`config.mk`:
```
export PLATFORM = sky130hd
export DESIGN_NAME = ipx_port
export DESIGN_NICKNAME = d
export VERILOG_FILES = /design/src/rtl/ipx_pkg.sv /design/src/rtl/ipx_host_regs.sv /design/src/rtl/ipx_regfile.sv /design/src/rtl/ipx_port.sv
export SDC_FILE = /design/constraint.sdc
export NUM_CORES = 2
export LEC_CHECK = 0
export BUFFER_PORTS_ARGS = -buffer_cell sky130_fd_sc_hd__clkbuf_2
export CORE_MARGIN = 8
export CORE_UTILIZATION = 29
export CTS_BUF_LIST = sky130_fd_sc_hd__clkbuf_8
export DETAILED_ROUTE_END_ITERATION = 8
export PLACE_DENSITY = 0.39
export SLEW_MARGIN = 20
export SYNTH_ARGS = -nofsm -noshare
export SYNTH_HDL_FRONTEND = slang
export SYNTH_HIERARCHICAL = 1
export SYNTH_SLANG_ARGS = --single-unit
```
`constraint.sdc`:
```
create_clock -name clk -period 6.5 [get_ports clk]
set_clock_uncertainty 0.2 [all_clocks]
set_input_delay 0.65 -clock clk [delete_from_list [all_inputs] [get_ports clk]]
set_output_delay 0.65 -clock clk [all_outputs]
set_load 0.05 [all_outputs]
```
`src/rtl/ipx_pkg.sv`:
```
// Shared constants and types for the indirect register access port.
// Assumes a 12-bit host offset space and 32-bit data on both sides.
package ipx_pkg;
    localparam int          HOST_AW    = 12;
    localparam int          DW         = 32;
    localparam int          RW_BIT     = 8;
    localparam logic [11:0] OFF_START  = 12'h016;
    localparam logic [11:0] OFF_MODE   = 12'h018;
    localparam logic [11:0] OFF_WDATA  = 12'h01A;
    localparam logic [11:0] OFF_RDATA  = 12'h01C;
    localparam logic [31:0] UNLOCK_KEY = 32'hA500_0000;

    typedef enum logic {ACC_WRITE = 1'b0, ACC_READ = 1'b1} acc_kind_e;
endpackage

```
`src/rtl/ipx_host_regs.sv`:
```
// Host-side register decode and access sequencer.
// Assumes one-cycle write strobes and combinational host reads.
// Launches one internal access on each rising edge of start bit 0.
module ipx_host_regs
    import ipx_pkg::*;
#(
    parameter int ADDR_W = 6
) (
    input  logic                clk,
    input  logic                rst_n,
    input  logic                bus_wr,
    input  logic [HOST_AW-1:0]  bus_addr,
    input  logic [DW-1:0]       bus_wdata,
    output logic [DW-1:0]       bus_rdata,
    output logic                acc_go,
    output acc_kind_e           acc_kind,
    output logic [ADDR_W-1:0]   acc_addr,
    output logic [DW-1:0]       acc_wdata,
    input  logic [DW-1:0]       acc_rdata
);
    logic              start_q;
    acc_kind_e         kind_q;
    logic [ADDR_W-1:0] addr_q;
    logic [DW-1:0]     wdata_q;
    logic [DW-1:0]     rdata_q;
    logic              wr_start, wr_mode, wr_wdata;

    // Decode which host register a write targets.
    always_comb begin
        wr_start = bus_wr && (bus_addr == OFF_START);
        wr_mode  = bus_wr && (bus_addr == OFF_MODE);
        wr_wdata = bus_wr && (bus_addr == OFF_WDATA);
    end

    // Launch only on a 0-to-1 change of the start bit.
    assign acc_go    = wr_start && bus_wdata[0] && !start_q;
    assign acc_kind  = kind_q;
    assign acc_addr  = addr_q;
    assign acc_wdata = wdata_q;

    // Host-visible register state and read-result capture.
    always_ff @(posedge clk) begin
        if (!rst_n) begin
            start_q <= 1'b0;
            kind_q  <= ACC_WRITE;
            addr_q  <= '0;
            wdata_q <= '0;
            rdata_q <= '0;
        end else begin
            if (wr_start) start_q <= bus_wdata[0];
            if (wr_mode) begin
                kind_q <= acc_kind_e'(bus_wdata[RW_BIT]);
                addr_q <= bus_wdata[ADDR_W-1:0];
            end
            if (wr_wdata) wdata_q <= bus_wdata;
            if (acc_go && kind_q == ACC_READ) rdata_q <= acc_rdata;
        end
    end

    // Host read multiplexer; unmapped offsets return zero.
    always_comb begin
        bus_rdata = '0;
        case (bus_addr)
            OFF_START: bus_rdata[0] = start_q;
            OFF_MODE: begin
                bus_rdata[RW_BIT]     = kind_q;
                bus_rdata[ADDR_W-1:0] = addr_q;
            end
            OFF_WDATA: bus_rdata = wdata_q;
            OFF_RDATA: bus_rdata = rdata_q;
            default:   bus_rdata = '0;
        endcase
    end


    launch_sets_start_chk: assert property (@(posedge clk) disable iff (!rst_n)
        acc_go |=> start_q);

    read_capture_chk: assert property (@(posedge clk) disable iff (!rst_n)
        (acc_go && kind_q == ACC_READ) |=> (rdata_q == $past(acc_rdata)));

    rdata_hold_chk: assert property (@(posedge clk) disable iff (!rst_n)
        !(acc_go && kind_q == ACC_READ) |=> $stable(rdata_q));
endmodule

```
`src/rtl/ipx_regfile.sv`:
```
// Model internal register file with a write lock.
// Assumes accesses arrive as single-cycle launch pulses.
// Index 0 is always writable; the unlock key there opens the rest.
module ipx_regfile
    import ipx_pkg::*;
#(
    parameter int ADDR_W = 6
) (
    input  logic              clk,
    input  logic              rst_n,
    input  logic              go,
    input  acc_kind_e         kind,
    input  logic [ADDR_W-1:0] addr,
    input  logic [DW-1:0]     wdata,
    output logic [DW-1:0]     rdata
);
    localparam int DEPTH = 1 << ADDR_W;

    logic [DW-1:0] mem [DEPTH];
    logic          unlocked_q;
    logic          wr_req, wr_ok;

    // Qualify a write against the lock.
    always_comb begin
        wr_req = go && (kind == ACC_WRITE);
        wr_ok  = wr_req && ((addr == '0) || unlocked_q);
    end

    // Storage update and sticky unlock.
    always_ff @(posedge clk) begin
        if (!rst_n) begin
            unlocked_q <= 1'b0;
            for (int i = 0; i < DEPTH; i++) mem[i] <= '0;
        end else begin
            if (wr_ok) mem[addr] <= wdata;
            if (wr_req && addr == '0 && wdata == UNLOCK_KEY) unlocked_q <= 1'b1;
        end
    end

    // Combinational read of the selected word.
    assign rdata = mem[addr];


    locked_drop_chk: assert property (@(posedge clk) disable iff (!rst_n)
        (wr_req && !unlocked_q && addr != '0) |=> (mem[$past(addr)] == $past(mem[addr])));

    key_unlocks_chk: assert property (@(posedge clk) disable iff (!rst_n)
        (wr_req && addr == '0 && wdata == UNLOCK_KEY) |=> unlocked_q);

    unlock_sticky_chk: assert property (@(posedge clk) disable iff (!rst_n)
        unlocked_q |=> unlocked_q);
endmodule

```
`src/rtl/ipx_port.sv`:
```
// Indirect internal register access port, top level.
// Assumes a single host master issuing one-cycle writes.
module ipx_port
    import ipx_pkg::*;
#(
    parameter int ADDR_W = 6
) (
    input  logic         clk,
    input  logic         rst_n,
    input  logic         bus_wr,
    input  logic [11:0]  bus_addr,
    input  logic [31:0]  bus_wdata,
    output logic [31:0]  bus_rdata
);
    logic              go;
    acc_kind_e         kind;
    logic [ADDR_W-1:0] iaddr;
    logic [DW-1:0]     iwdata, irdata;

    ipx_host_regs #(.ADDR_W(ADDR_W)) u_host (
        .clk(clk), .rst_n(rst_n), .bus_wr(bus_wr), .bus_addr(bus_addr),
        .bus_wdata(bus_wdata), .bus_rdata(bus_rdata), .acc_go(go),
        .acc_kind(kind), .acc_addr(iaddr), .acc_wdata(iwdata), .acc_rdata(irdata)
    );

    ipx_regfile #(.ADDR_W(ADDR_W)) u_rf (
        .clk(clk), .rst_n(rst_n), .go(go), .kind(kind), .addr(iaddr),
        .wdata(iwdata), .rdata(irdata)
    );
endmodule

```
# ---- Word level (Yosys, flattened, before mapping)
# Memory sizes are Yosys's and may differ from the RTL's. A register that Yosys moved wholly into a read port is not among the register bits.
# Index checks and enable logic that the tools add are counted.
dict set report totals {
  elab_cells 39
  input_bits 47
  out_inout_bits 32
  ramBits 2048
  mem_count 1
  regBits 41
}
dict set report classes {
  n_eq_ne 5
  reduce_logical 15
  bitwise 1
  muxes 12
}
# memory words word_bits read_ports rd_clocked_by_memory_dff write_ports line_no
set mem_list {}
lappend mem_list {u_rf.mem 64 32 1 1 64 ipx_regfile.sv:19} ;# logic [DW-1:0] mem [DEPTH];
# op count
set ops {}
lappend ops {{== test 12 x 5 -> 1 bit, second input constant} 4}
lappend ops {{one-hot mux 23 bit (2 select lines)} 1}
lappend ops {{== test 32 bit, second input constant} 1}
lappend ops {{two-way mux 32 bit} 1}
lappend ops {{OR reduction 32 bit} 1}
lappend ops {{one-hot mux 5 bit (3 select lines)} 1}
lappend ops {{logical AND 1 bit} 10}
lappend ops {{logical NOT 6 bit} 1}
lappend ops {{two-way mux 6 bit} 1}
lappend ops {{two-way mux 1 bit} 5}
lappend ops {{one-hot mux 1 bit (4 select lines)} 1}
lappend ops {{one-hot mux 2 bit (2 select lines)} 1}
lappend ops {{one-hot mux 1 bit (3 select lines)} 1}
lappend ops {{logical NOT 1 bit} 2}
lappend ops {{logical OR 1 bit} 1}
lappend ops {{inverter 1 bit} 1}

# ---- Depth between registers and ports, before layout
dict set report logic_depth {
  word_depth 11
  mapped_depth 13
  depth_no_buf 9
}

# ---- Cells and area by module
# The synthesis kept the hierarchy.
# module cells_per_inst area_each_um2 n_inst
set modules_own_cells {}
lappend modules_own_cells {ipx_regfile 6987 92820.3 1}
lappend modules_own_cells {ipx_host_regs 418 3404.5 1}

# ---- Least setup slack after synthesis
# Ideal clock, no wire load.
dict set report synth_path {
  path_type {input port to flip-flop}
  start {input port bus_addr[9]}
  end {memory u_rf.mem[12][0] (enable)}
  setup_ns 0.466
  t_arrival_ns 4.823
  t_required_ns 5.834
  n_path_buf 3
  stages 11
  slack_ns 1.011
  cell_sequence {nor4_4 > and4b_1 > buf_4 > nand2_1 > nor3b_1 > nor2b_1 > and3_1 > clkbuf_1 > nand2_1 > clkbuf_1 > o21ai_0}
}
# item line_no
set synth_rtl {}
lappend synth_rtl {{start: declaration} ipx_port.sv:11} ;# input logic [11:0] bus_addr,
lappend synth_rtl {{end: declaration} ipx_regfile.sv:19}

==> flow_metrics.py <==
metrics = {
    "timing": {
        "relSlewSlack_pct": 19.15,
        "rsz0062_at_grt": "false",
        "worstMarginPinSlew_ns": 1.200,
        "finalHoldViolCount": 0,
        "setup_violations": 0,
        "drv_slew": 0,
        "fmax_ghz": 0.1923,
        "timing.final.crit_period_ns": 5.201,
        "finalCritPeriodShare_pct": 80.02,
        "setup_slack_ns": 1.299,
        "tns_ns": 0,
    },
    "route": {
        "via_per_inst": 5.176,
        "drtAntennaViolNets": 0,
        "wl_per_cell_um": 31.90,
        "drt_iter0_drc": 6915,
        "drcViolationCount": 0,
        "vias": 62840,
        "firstDrtPassIters": 6,
        "drt-total-wl_mm": 387.3,
    },
    "worst_hold_path": {
        "min_path_type": "input pin to flip-flop",
    },
    "finish": {
        "fin_nets": 7477,
        "areaGrowthSynthToFinish_pct": 14.18,
        "drive_gt1_share_pct": 15.46,
    },
    "clocking": {
        "ctsResizeCount": 0,
        "cts.sinks": 2121,
        "htree_levels": 5,
        "clockRootBuffer": "clkbuf_8",
        "cts_buffers": 391,
        "clk_latency_ns": 1.09,
        "max-clock-path-buffers": 4,
        "cts_tree": "done",
        "clk_pin_slew_ns": 0.07,
    },
    "global_route": {
        "grt_pass1_wl_mm": 528.0,
        "grt_usage_pct": 21.35,
        "antenna_found_initial": 50,
        "first_global_vias": 61860,
        "grt_overflow": 0,
        "grt_max_degree": 105,
    },
    "power_and_ir_drop": {
        "power_density_mw_per_mm2": 256.7,
        "ir_drop_mv": 0.1474,
        "p_leak_nw": 37.05,
    },
    "logic_synthesis": {
        "synth_area_sq_mm": 0.09622,
        "synth_cell_types": 65,
        "ys_seq_area_share_pct": 65.43,
        "dominantRegCellSynth": "edfxtp_1",
        "synthCells": 7405,
        "syn_nets": 7452,
        "ys_warn_count": 6,
        "synth_area_per_cell_sq_um": 12.99,
        "synth-edff-count": 2048,
        "async_flop_share_pct": 0,
        "synth-seq-cells": 2121,
    },
    "die": {
        "dieArea_sq_mm": 0.3505,
        "fp.dieH_um": 592.0,
        "io_pins": 79,
        "die_x_um": 592.0,
        "coreArea_sq_mm": 0.3303,
        "start_util_pct": 29.14,
        "row_count": 211,
    },
    "placement": {
        "dpl.hpwl_mm": 233.5,
        "routabilityCongestion": 0.8345,
        "post-place-ws_ns": 1.239,
        "io_buffers": 78,
    },
    "worst_setup_path": {
        "critPathLaunchType": "flip-flop",
        "rrSetupSlack_ns": 1.30,
        "crit_required_ns": 7.22,
        "crit_fanout": 87,
        "criticalPathCategory": "flip-flop to flip-flop",
        "worstSetupEndpointType": "flip-flop",
        "arrival_ns": 5.92,
    },
    "run_status": {
        "outcome": "complete, no violations",
    },
    "flow_run": {
        "drv_cap": 0,
    },
}
[repair_timing]
| item | CTS | global route |
|---|---|---|
| setup buffers | 0 | 0 |
| hold buffers | 39 | 0 |
| endpoints found under the hold margin | 78 | 0 |
[final cells by class]
class                      count  area (sq um)
inverter                      18         67.56
tap                         4366          5463
sequential                  2121         63090
multi-input combinational   4457         30920
clock buffer                 397          5464
fill                       32440        220400
timing repair buffer         441          3402
antenna                       40         100.1
clock inverter               300          1364
[registers in the layout, summed over array words and instances, names as in the netlist]
name and cells:
u_host/acc_addr 6, u_host/acc_kind 1, u_host/acc_wdata 32, u_host/rdata_q 32, u_host/start_q 1, u_rf/mem 2048
u_rf/unlocked_q 1
[worst paths after layout]
path                            from  depth (start not counted)                   end
setup / recovery  u_host/acc_addr[1]                         10    u_host/rdata_q[20]
hold / removal         bus_wdata[26]                          4  u_host/acc_wdata[26]
setup reg to reg  u_host/acc_addr[1]                         10    u_host/rdata_q[20]
hold reg to reg   u_host/rdata_q[26]                          2    u_host/rdata_q[26]
[per-layer routing]
metal  wire (um)  up-vias  global-route usage [%]
li1            -    27390                       -
met1      169700    32530                   29.41
met2      177800     2419                   34.10
met3       27940      497                   4.094
met4       11860        4                   6.407
met5          24        -                       0
[report_power, final]
part	internal [mW]	total, mW	switching (mW)	leakage (nW)
combinational	0.216	0.778	0.562	12.7
clock	5.74	11.7	5.96	4.11
sequential	15.6	15.7	0.171	20.2
[synth_stat cells, drive strengths merged, types with 9 or more instances]
library cell / number / area, sq um
nand2: 168 / 633.1
o211ai: 42 / 315.3
nor2b: 25 / 156.4
o221ai: 17 / 148.9
nor4: 21 / 146.4
nand3: 38 / 202.7
a211oi: 49 / 367.9
o21ai: 249 / 1246
nand3b: 16 / 120.1
a221o: 28 / 280.3
mux2i: 208 / 2082
mux2: 110 / 1239
a22oi: 389 / 2920
and2: 2054 / 12850
nor3: 9 / 55.05
or4: 15 / 112.6
dfxtp: 73 / 1461
a222oi: 15 / 150.1
a22o: 128 / 1121
a31oi: 34 / 212.7
a221oi: 209 / 1837
nor2: 234 / 883.4
clkbuf: 610 / 2291
mux4: 26 / 585.6
buf: 199 / 1059
o22ai: 99 / 619.3
edfxtp: 2048 / 61500
inv: 18 / 67.56
a21oi: 208 / 1041
nand4: 18 / 127.6
[cells in the final DEF (no fill, tap or decap), types with 16 or more instances in the layout]
cell type,n
mux2_2,110
dlygate4sd3_1,39
buf_4,309
a221oi_1,208
dfxtp_4,35
nor2_1,164
edfxtp_1,2048
o22ai_1,99
clkinv_2,18
a221o_1,28
a31oi_1,34
o21ai_4,63
a21oi_1,208
nand4_1,17
nand2_1,157
clkbuf_2,77
clkbuf_8,397
clkinv_1,83
mux2i_1,208
and2_1,2051
a211oi_1,49
o211ai_1,42
o21ai_0,176
diode_2,40
nor4_1,16
nand3_1,36
a22o_1,128
nand3b_1,16
nor2_2,64
mux4_2,26
dfxtp_1,37
o221ai_1,17
inv_1,191
nor2b_1,19
a22oi_1,389
[metrics by stage]
| stage | power (mW) | hold slack, ns | area, sq um | cells | utilization [%] |
|---|---|---|---|---|---|
| after floorplan | 16.41 | 0.2460 | 96220 | 7405 | - |
| after global routing | 29.23 | 0.09183 | 109800 | 12110 | 33.24 |
| after global placement | 16.77 | 0.2748 | 102500 | 11360 | 31.05 |
| after CTS | 28.63 | 0.01127 | 109800 | 12100 | 33.24 |
| after detailed placement | 16.79 | 0.2744 | 102600 | 11360 | 31.05 |
| final | 28.21 | 0.1486 | 109900 | 12140 | 33.27 |
[worst max-delay path: stages, from the launching register on]
cell	delay [ns]
dfxtp_4	0.73
buf_12	0.54
buf_4	0.71
mux2_2	0.41
a221o_1	0.30
a22oi_1	0.41
nor2_1	0.25
a211oi_1	0.78
nand4_1	0.22
nand3_1	0.22
a21oi_1	0.08
[cell families (layout without fill, tap and decap cells)]
kind of cell,after synthesis,after routing,share of synthesized area [%]
buf+inv,827,1156,3.551
simple gates,2631,2631,16.16
mux,344,344,4.060
compound gates,1482,1482,10.80
other cells,0,40,0
flops,2121,2121,65.43
No activity file was read; power rests on OpenSTA's default activity.
